[config.mk]
export PLATFORM = sky130hd
export DESIGN_NAME = sample_interleaver
export DESIGN_NICKNAME = d
export VERILOG_FILES = /design/src/rtl/il_pkg.sv /design/src/rtl/il_cfg_track.sv /design/src/rtl/il_sample_bank.sv /design/src/rtl/il_sequencer.sv /design/src/rtl/sample_interleaver.sv
export SDC_FILE = /design/constraint.sdc
export NUM_CORES = 1
export LEC_CHECK = 0
export BUFFER_PORTS_ARGS = -buffer_cell sky130_fd_sc_hd__buf_4
export CAP_MARGIN = 10
export CORE_MARGIN = 2
export CORE_UTILIZATION = 38
export CTS_CLUSTER_SIZE = 12
export DETAILED_ROUTE_END_ITERATION = 7
export HOLD_SLACK_MARGIN = 0.12
export PLACE_DENSITY = 0.6
export SYNTH_ARGS = -nofsm -noshare
export SYNTH_HDL_FRONTEND = slang
export SYNTH_SLANG_ARGS = --single-unit
[constraint.sdc]
create_clock -name clk -period 6.39 [get_ports clk]
set_clock_uncertainty 0.2 [all_clocks]
set_input_delay 0.639 -clock clk [delete_from_list [all_inputs] [get_ports clk]]
set_output_delay 0.639 -clock clk [all_outputs]
set_load 0.02 [all_outputs]
[src/rtl/il_pkg.sv]
package il_pkg;

  localparam int NUM_CH = 8;
  localparam int TAG_W  = $clog2(NUM_CH);
  localparam int LEN_W  = TAG_W + 1;

  typedef enum logic [2:0] {
    CFG_C0    = 3'd0,
    CFG_C04   = 3'd1,
    CFG_C01   = 3'd2,
    CFG_C0415 = 3'd3,
    CFG_C0123 = 3'd4,
    CFG_ALL8  = 3'd5,
    CFG_BAD   = 3'd6
  } il_cfg_e;

  // Map a raw enable mask onto one of the supported layouts.
  function automatic il_cfg_e cfg_of_mask(input logic [NUM_CH-1:0] m);
    case (m)
      8'h01:   return CFG_C0;
      8'h11:   return CFG_C04;
      8'h03:   return CFG_C01;
      8'h33:   return CFG_C0415;
      8'h0F:   return CFG_C0123;
      8'hFF:   return CFG_ALL8;
      default: return CFG_BAD;
    endcase
  endfunction

  // Number of words per group for each layout.
  function automatic logic [LEN_W-1:0] cfg_len(input il_cfg_e c);
    case (c)
      CFG_C0:    return LEN_W'(1);
      CFG_C04:   return LEN_W'(2);
      CFG_C01:   return LEN_W'(2);
      CFG_C0415: return LEN_W'(4);
      CFG_C0123: return LEN_W'(4);
      CFG_ALL8:  return LEN_W'(8);
      default:   return LEN_W'(0);
    endcase
  endfunction

  // Channel emitted at slot i; the bank bit (bit 2) follows slot bit 0
  // in the paired layouts.
  function automatic logic [TAG_W-1:0] cfg_chan(input il_cfg_e c,
                                                input logic [TAG_W-1:0] i);
    case (c)
      CFG_C04:   return {i[0], 2'b00};
      CFG_C01:   return {2'b00, i[0]};
      CFG_C0415: return {i[0], 1'b0, i[1]};
      CFG_C0123: return {1'b0, i[1:0]};
      CFG_ALL8:  return {i[0], i[2:1]};
      default:   return '0;
    endcase
  endfunction

endpackage

[src/rtl/il_cfg_track.sv]
module il_cfg_track
  import il_pkg::*;
(
  input  logic              clk,
  input  logic              rst,
  input  logic              hold,
  input  logic [NUM_CH-1:0] chan_en,
  output logic [NUM_CH-1:0] mask_q,
  output il_cfg_e           cfg_q,
  output logic              err_q
);

  il_cfg_e cfg_d;
  assign cfg_d = cfg_of_mask(chan_en);

  always_ff @(posedge clk) begin
    if (rst) begin
      mask_q <= NUM_CH'(1);
      cfg_q  <= CFG_C0;
      err_q  <= 1'b0;
    end else if (!hold) begin
      mask_q <= chan_en;
      cfg_q  <= cfg_d;
      err_q  <= (cfg_d == CFG_BAD);
    end
  end

  // configuration is frozen while a group is being taken or drained
  a_r10_cfg_frozen: assert property (@(posedge clk) disable iff (rst)
    hold |=> ($stable(mask_q) && $stable(cfg_q) && $stable(err_q)));

endmodule

[src/rtl/il_sample_bank.sv]
module il_sample_bank #(
  parameter int SAMPLE_W = 16,
  parameter int NUM_CH   = 8,
  localparam int TAG_W   = $clog2(NUM_CH),
  localparam int BUS_W   = SAMPLE_W * NUM_CH
) (
  input  logic                clk,
  input  logic                rst,
  input  logic                load,
  input  logic [BUS_W-1:0]    in_flat,
  input  logic [TAG_W-1:0]    rd_sel,
  output logic [SAMPLE_W-1:0] rd_data
);

  logic [SAMPLE_W-1:0] slot_q [NUM_CH];

  for (genvar g = 0; g < NUM_CH; g++) begin : g_slot
    always_ff @(posedge clk) begin
      if (load) slot_q[g] <= in_flat[g*SAMPLE_W +: SAMPLE_W];
    end
  end

  // The first word of a group bypasses the bank and comes from the bus.
  always_comb begin
    if (load) rd_data = in_flat[int'(rd_sel)*SAMPLE_W +: SAMPLE_W];
    else      rd_data = slot_q[rd_sel];
  end

  // captured slice matches the bus at the load edge
  a_r7_capture_last: assert property (@(posedge clk) disable iff (rst)
    load |=> (slot_q[NUM_CH-1] == $past(in_flat[BUS_W-1 -: SAMPLE_W])));

endmodule

[src/rtl/il_sequencer.sv]
module il_sequencer
  import il_pkg::*;
#(
  parameter int SAMPLE_W = 16
) (
  input  logic                clk,
  input  logic                rst,
  input  logic                accept,
  input  il_cfg_e             cfg,
  input  logic                out_ready,
  input  logic [SAMPLE_W-1:0] rd_data,
  output logic [TAG_W-1:0]    rd_sel,
  output logic                out_valid,
  output logic [SAMPLE_W-1:0] out_data,
  output logic [TAG_W-1:0]    out_tag
);

  logic [LEN_W-1:0] idx_q;
  logic [LEN_W-1:0] len;
  logic             more;

  assign len    = cfg_len(cfg);
  assign more   = (idx_q < len);
  assign rd_sel = cfg_chan(cfg, accept ? TAG_W'(0) : idx_q[TAG_W-1:0]);

  always_ff @(posedge clk) begin
    if (rst) begin
      out_valid <= 1'b0;
      out_data  <= '0;
      out_tag   <= '0;
      idx_q     <= '0;
    end else if (accept) begin
      out_valid <= 1'b1;
      out_data  <= rd_data;
      out_tag   <= rd_sel;
      idx_q     <= LEN_W'(1);
    end else if (out_valid && out_ready) begin
      if (more) begin
        out_data <= rd_data;
        out_tag  <= rd_sel;
        idx_q    <= idx_q + LEN_W'(1);
      end else begin
        out_valid <= 1'b0;
        idx_q     <= '0;
      end
    end
  end

  // a stalled word holds
  a_r8_hold_stalled: assert property (@(posedge clk) disable iff (rst)
    (out_valid && !out_ready) |=> (out_valid && $stable(out_data) && $stable(out_tag)));

  // slot counter stays inside the group while draining
  a_r9_idx_bounded: assert property (@(posedge clk) disable iff (rst)
    out_valid |-> ((idx_q != '0) && (idx_q <= len)));

endmodule

[src/rtl/sample_interleaver.sv]
module sample_interleaver
  import il_pkg::*;
#(
  parameter int SAMPLE_W = 16
) (
  input  logic                       clk,
  input  logic                       rst,
  input  logic [NUM_CH-1:0]          chan_en,
  input  logic                       in_valid,
  output logic                       in_ready,
  input  logic [NUM_CH*SAMPLE_W-1:0] in_samples,
  output logic                       out_valid,
  input  logic                       out_ready,
  output logic [SAMPLE_W-1:0]        out_data,
  output logic [TAG_W-1:0]           out_tag,
  output logic                       config_error
);

  logic [NUM_CH-1:0]   mask_q;
  il_cfg_e             cfg_q;
  logic                err_q;
  logic                accept;
  logic [TAG_W-1:0]    rd_sel;
  logic [SAMPLE_W-1:0] rd_data;

  assign in_ready     = !out_valid && !err_q;
  assign accept       = in_valid && in_ready;
  assign config_error = err_q;

  il_cfg_track u_cfg (
    .clk     (clk),
    .rst     (rst),
    .hold    (out_valid || accept),
    .chan_en (chan_en),
    .mask_q  (mask_q),
    .cfg_q   (cfg_q),
    .err_q   (err_q)
  );

  il_sample_bank #(.SAMPLE_W(SAMPLE_W), .NUM_CH(NUM_CH)) u_bank (
    .clk     (clk),
    .rst     (rst),
    .load    (accept),
    .in_flat (in_samples),
    .rd_sel  (rd_sel),
    .rd_data (rd_data)
  );

  il_sequencer #(.SAMPLE_W(SAMPLE_W)) u_seq (
    .clk       (clk),
    .rst       (rst),
    .accept    (accept),
    .cfg       (cfg_q),
    .out_ready (out_ready),
    .rd_data   (rd_data),
    .rd_sel    (rd_sel),
    .out_valid (out_valid),
    .out_data  (out_data),
    .out_tag   (out_tag)
  );

  // error blocks both sides
  a_r11_err_blocks: assert property (@(posedge clk) disable iff (rst)
    config_error |-> (!in_ready && !out_valid));

  // no tick taken while draining
  a_r9_busy_no_ready: assert property (@(posedge clk) disable iff (rst)
    out_valid |-> !in_ready);

  // every emitted tag is an enabled channel
  a_r7_tag_enabled: assert property (@(posedge clk) disable iff (rst)
    out_valid |-> mask_q[out_tag]);

endmodule

==> results.py, run 1 <==
metrics = {
    "finish": {
        "final_common_cell": "buf_4",
        "final_util_pct": 50.6,
        "drive_gt1_share_pct": 41.2,
        "num_antenna_cells": 0,
        "seq_area_um2": 4400,
        "fin_nets": 753,
        "multi_input_area_um2": 1930,
        "nFillCells": 1428,
        "final_cell_mix": "buf_4 (168), edfxtp_1 (128), mux2_2 (50), nand3_1 (36), o21ai_0 (35)",
        "areaGrowthSynthToFinish_pct": 29.9,
    },
    "clocking": {
        "clock_sinks": 156,
        "clockBufferDepth": 2,
        "root_buffer": "clkbuf_16",
        "htreeDepth": 4,
        "cts_buffers": 17,
        "clkTransAtPathRegs_ns": 0.06,
        "cts_setup_buffers": 0,
        "cts-resized-gates": 0,
        "ctsHoldBuffers": 0,
        "clk_latency_ns": 0.42,
        "cts_tree": "done",
    },
    "timing": {
        "finalMaxSlewViolations": 0,
        "period_share_pct": 54.2,
        "finalSetupViolations": 0,
        "slew_headroom_pct": 24.6,
        "setup_tns_ns": 0,
        "fmaxAchievable_ghz": 0.288,
        "rsz0062_at_grt": "false",
        "hold_ws_ns": 0.185,
        "timing.final.hold_violations": 0,
        "layout_min_cycle_time_ns": 3.47,
        "worst-slew-pin-transition_ns": 1.13,
    },
    "synthesis": {
        "syn_area_per_cell_um2": 14.4,
        "syn-cell-area_um2": 6490,
        "synth_cell_type_count": 44,
        "ys_seq_area_share_pct": 67.9,
        "synth_nets": 594,
        "ys_ff_latch": 156,
        "synth_edf_count": 128,
        "synth_ff_type": "edfxtp_1",
        "syn_inst": 450,
        "synthArstFlopShare_pct": 0,
        "ys_warn_count": 0,
    },
    "status": {
        "status": "finished clean",
    },
    "critical_path": {
        "cp_slowest_cell": "o2111a_1",
        "arrival_ns": 3.60,
        "path_delay_family": "compound AO/OA/AOI/OAI gates",
        "critPathMaxFanout": 20,
        "startpoint": "u_cfg.cfg_q[0]",
        "cp_num_buf_inv": 0,
        "r2r-start": "u_cfg.cfg_q[0]",
        "cp-start-kind": "flip-flop",
        "crit_path_cell_trace": "xor2_1 -> nand2b_1 -> ha_1 -> o21a_1 -> o21ai_0 -> o2111a_1 -> o211ai_1 -> a211oi_1",
        "required_ns": 6.53,
        "max_stage_delay_ns": 0.78,
        "end_kind": "flip-flop",
        "path_class": "reg -> reg",
    },
    "grt": {
        "globalRouteTotalUtil_pct": 17.8,
        "grt_pass1_vias": 4273,
        "antenna_found_initial": 0,
        "grt_overflow": 0,
        "grt_pass1_wl_um": 24000,
        "grt_max_degree": 96,
    },
    "hold_path": {
        "hp-class": "in -> reg",
        "min-delay-start": "in_samples[82]",
    },
    "routing": {
        "vias_per_cell": 5.18,
        "ant_nets": 0,
        "wl_um": 15800,
        "drc": 0,
        "drt-wirelength-per-cell_um": 18.8,
        "drt_pass1_iterations": 4,
        "vias": 4354,
        "drtIter0Drc": 394,
    },
    "placed_design": {
        "port_buffers": 161,
        "gp_congestion": 0.829,
        "dp_hpwl_um": 10900,
    },
    "die": {
        "dieArea_um2": 18100,
        "core_area_um2": 16600,
        "initial_core_util_pct": 39.0,
        "die_w_um": 135,
        "fp.dieH_um": 135,
        "io_pins": 162,
        "rows": 47,
    },
    "power": {
        "ir_drop_mv": 0.217,
        "p_leak_uw": 0.00301,
        "power_density_nw_per_um2": 291,
        "power.total_uw": 2450,
    },
    "job": {
        "maxCapViolCount": 0,
    },
}
-- registers in the layout, summed over array words and instances, names as in the netlist --
register         cells
u_bank.slot_q      128
u_cfg.err_q          1
u_cfg.cfg_q          3
u_seq.out_data      16
u_seq.out_valid      1
u_seq.out_tag        3
u_seq.idx_q          4
-- layer usage --
layer | GRT usage (%) | part of all wire [%] | vias to the layer above
met3 | 4.50 | 5.7 | 15
met1 | 26.2 | 49 | 2087
li1 | - | - | 2098
met4 | 5.44 | 1.1 | 0
met2 | 25.8 | 44 | 154
met5 | 0 | 0 | -
-- metrics by stage --
stage               worst slack, ns  cells  instance area (um2)
floorplan                     0.709    450                 6490
global placement               2.87    807                 7870
detailed placement             2.79    807                 7870
CTS                            2.91    838                 8400
global route                   2.62    841                 8430
finish                         2.92    841                 8430
-- report_power, final --
part | switching [uW] | total, uW | internal, uW
clock | 388 | 915 | 527
combinational | 170 | 317 | 147
sequential | 32.2 | 1220 | 1190
total | 590 | 2450 | 1860
-- logic make-up (layout without fill, tap and decap cells) --
group           count (synthesis)  in the layout  synth area share, %
compound gates                125            125                 13.1
flops                         156            156                 67.9
mux                            52             52                 8.99
simple gates                   77             77                 6.34
fa+ha+maj                       4              4                0.771
xor+xnor                        4              4                0.540
buf+inv                        32            203                 2.41
-- cell usage after synthesis, types with 4 or more instances --
cell type	number	area, um2
o22ai_1	16	100
buf_2	8	40.0
clkbuf_1	15	56.3
nand2_1	13	48.8
o21bai_1	16	120
ha_1	4	50.1
o21ai_0	35	175
nand3_1	36	180
mux2_2	50	563
edfxtp_1	128	3840
o211ai_1	19	143
nor2_1	7	26.3
dfxtp_1	28	561
a21oi_1	10	50.1
a211oi_1	17	128
-- path summary, 6_finish.rpt --
kind	end	cells past startpoint	slack [ns]
max	u_seq.out_data[1]	8	2.92
min reg2reg	u_seq.out_tag[1]	2	0.28
min	u_bank.slot_q[5][2]	1	0.18
max reg2reg	u_seq.out_data[1]	8	2.92
-- cell type report --
class,instances,area share (%)
clock buffer,18,5.09
clock inverter,13,1.23
inverter,4,0.238
multi-input combinational,262,22.9
sequential,156,52.3
tap,220,3.27
timing repair buffer,168,15.0
Note: power is estimated with default switching activity, not from simulation.
==> inputs of run 2 (changes only) <==
ABC_AREA = 1   (was default)
PLACE_DENSITY = 0.62   (was 0.6)
clock period = 3.1 ns   (was 6.39 ns; I/O delays follow)
==> run 2 against run 1 <==
Against the previous run: worst hold slack worse by 0.034 ns; area after synthesis is 12% higher; cell count is 49% higher; sequential power is 110% higher; critical path depth is 4 higher; synthesized cell count is 61% higher; critical path type unchanged; highest routed layer unchanged.
==> results.py, run 2 <==
metrics = {
    "status": {
        "status": "finished clean",
    },
    "routing": {
        "drt_pass1_iterations": 5,
        "drt-wirelength-per-cell_um": 17.0,
        "drtIter0Drc": 549,
        "vias_per_cell": 4.98,
        "vias": 6243,
        "ant_nets": 0,
        "wl_um": 21400,
        "drc": 0,
    },
    "timing": {
        "rsz0062_at_grt": "false",
        "setup_slack_ns": 0.461,
        "setup_tns_ns": 0,
        "finalSetupViolations": 0,
        "finalMaxSlewViolations": 0,
        "timing.final.hold_violations": 0,
        "period_share_pct": 85.1,
        "fmaxAchievable_ghz": 0.379,
        "worst-slew-pin-transition_ns": 1.04,
        "layout_min_cycle_time_ns": 2.64,
        "slew_headroom_pct": 30.6,
    },
    "hold_path": {
        "min-delay-start": "chan_en[5]",
        "min_to": "u_cfg.cfg_q[1]",
        "hp-class": "in -> reg",
        "worstHoldPathCells": 5,
    },
    "power": {
        "power.total_uw": 5660,
        "ir_drop_mv": 0.545,
        "p_leak_uw": 0.00451,
        "power_density_nw_per_um2": 539,
    },
    "synthesis": {
        "ys_seq_area_share_pct": 60.7,
        "syn_inst": 723,
        "synthArstFlopShare_pct": 0,
        "synth_ff_type": "edfxtp_1",
        "yosys.area.top_type": "edfxtp_1",
        "synth_edf_count": 128,
        "syn-cell-area_um2": 7260,
        "yosysTopAreaCellShare_pct": 52.9,
        "syn_area_per_cell_um2": 10.0,
        "synthTopCellsByArea": "edfxtp_1 (53%), nand3_1 (10%), dfxtp_1 (7.7%)",
        "ys_warn_count": 0,
        "synth_nets": 867,
        "ys_ff_latch": 156,
        "synth_cell_type_count": 35,
        "synth_common_cells": "nand3_1 (149), edfxtp_1 (128), nand2_1 (122)",
        "post-synth-top-count-cell": "nand3_1",
    },
    "clocking": {
        "root_buffer": "clkbuf_16",
        "cts_tree": "done",
        "cts_buffers": 17,
        "clkTransAtPathRegs_ns": 0.06,
        "clockBufferDepth": 2,
        "clk_latency_ns": 0.43,
        "htreeDepth": 4,
        "cts_setup_buffers": 0,
        "clock_sinks": 156,
    },
    "finish": {
        "drive_gt1_share_pct": 21.6,
        "final_area_um2": 10500,
        "regMostFlops": "u_bank.slot_q",
        "fin_nets": 1151,
        "final_common_cell": "buf_4",
        "final_cell_mix": "buf_4 (173), nand3_1 (149), dlygate4sd3_1 (133), edfxtp_1 (128), nand2_1 (122)",
        "areaGrowthSynthToFinish_pct": 44.5,
        "largest_reg_flops": 128,
        "top_regs": "u_bank.slot_q: 128 flops, u_seq.out_data: 16 flops, u_seq.idx_q: 4 flops",
        "num_antenna_cells": 0,
    },
    "critical_path": {
        "cp-start-kind": "flip-flop",
        "path_class": "reg -> reg",
        "cp_slowest_cell": "dfxtp_1",
        "crit_path_cell_trace": "nor2_2 -> nand2_2 -> nand2_2 -> inv_1 -> nand2_2 -> nand2_4 -> buf_4 -> nand2_1 -> nand3_1 -> nand3_1 -> nand3_1 -> a21oi_1",
        "rrSetupSlack_ns": 0.46,
        "required_ns": 3.21,
        "startpoint": "u_seq.out_valid",
        "ff2ff_path_depth": 12,
        "end_kind": "flip-flop",
        "max_stage_delay_ns": 0.40,
        "r2r-start": "u_seq.out_valid",
        "reg2reg_to": "u_seq.out_data[13]",
        "critPathMaxFanout": 32,
        "arrival_ns": 2.75,
    },
    "grt": {
        "grt_overflow": 0,
        "grt_max_degree": 84,
        "antenna_found_initial": 0,
        "grt_pass1_wl_um": 33100,
        "globalRouteTotalUtil_pct": 21.6,
        "grt_pass1_vias": 6173,
    },
    "die": {
        "core_area_um2": 18700,
        "fp.dieH_um": 142,
        "initial_core_util_pct": 38.8,
        "io_pins": 162,
        "die_w_um": 142,
        "rows": 50,
        "dieArea_um2": 20200,
    },
    "placed_design": {
        "dp_slack_ns": 0.488,
        "place_area_um2": 8590,
        "gp_congestion": 0.810,
        "port_buffers": 161,
        "dp_hpwl_um": 13700,
    },
    "job": {
        "maxCapViolCount": 0,
    },
}
## run 2: worst max-delay path by stage
| stage | endpoint | slack, ns | depth (start not counted) |
|---|---|---|---|
| finish | u_seq.out_data[13] | 0.46 | 12 |
| global route | u_seq.out_data[13] | 0.23 | 12 |
| CTS | u_seq.out_data[13] | 0.46 | 12 |
| detailed placement | u_seq.out_data[13] | 0.49 | 12 |
| global placement | u_seq.out_data[13] | 0.53 | 12 |
| floorplan | u_bank.slot_q[0][0] | 0.39 | 5 |
## run 2: routing by layer
layer / part of all wire (%) / track usage (%) / vias up
met5: 0 / 0 / -
met4: 1.7 / 6.37 / 0
met3: 7.4 / 4.98 / 25
met2: 47 / 34.8 / 262
met1: 43 / 29.4 / 2917
li1: - / - / 3039
## run 2: power by group
| group | switching (uW) | internal, uW | total [uW] |
|---|---|---|---|
| Clock | 901 | 1120 | 2020 |
| Sequential | 80.0 | 2510 | 2590 |
| Combinational | 586 | 464 | 1050 |
## run 2: area by class of cell
type | count | area (um2)
repair buffers | 307 | 2650
flip-flops and latches | 156 | 4400
fillers | 1614 | 8220
multi-input cells | 426 | 2200
inverters | 99 | 377
clock inverters | 15 | 139
clock buffers | 17 | 425
well taps | 234 | 293
## run 2: worst max-delay path: cells and delay by family, from the launching register on
| family | cells | cell delay [ns] |
|---|---|---|
| DFF | 1 | 0.40 |
| AOI/OAI and AO/OA | 1 | 0.07 |
| buffers and inverters | 2 | 0.48 |
| and+or+nand+nor | 9 | 1.34 |
## run 2: kinds of logic after synthesis
group | count (synthesis) | share of synthesized area [%]
simple gates | 346 | 23.6
flops | 156 | 60.7
buf+inv | 141 | 9.15
compound gates | 74 | 5.64
fa+ha+maj | 4 | 0.689
xor+xnor | 2 | 0.241
## run 2: metrics by stage
step	instances	utilization [%]	hold WS (ns)
2_1_floorplan	723	-	0.179
3_5_place_dp	1089	45.9	0.286
3_3_place_gp	1089	45.9	0.281
6_report	1254	56.1	0.151
5_1_grt	1254	56.1	0.201
4_1_cts	1254	56.1	0.145
## run 2: what timing repair did
item	CTS	global route
endpoints found under the setup margin	0	0
hold buffers	133	0
endpoints found under the hold margin	141	0
resized for setup	0	0
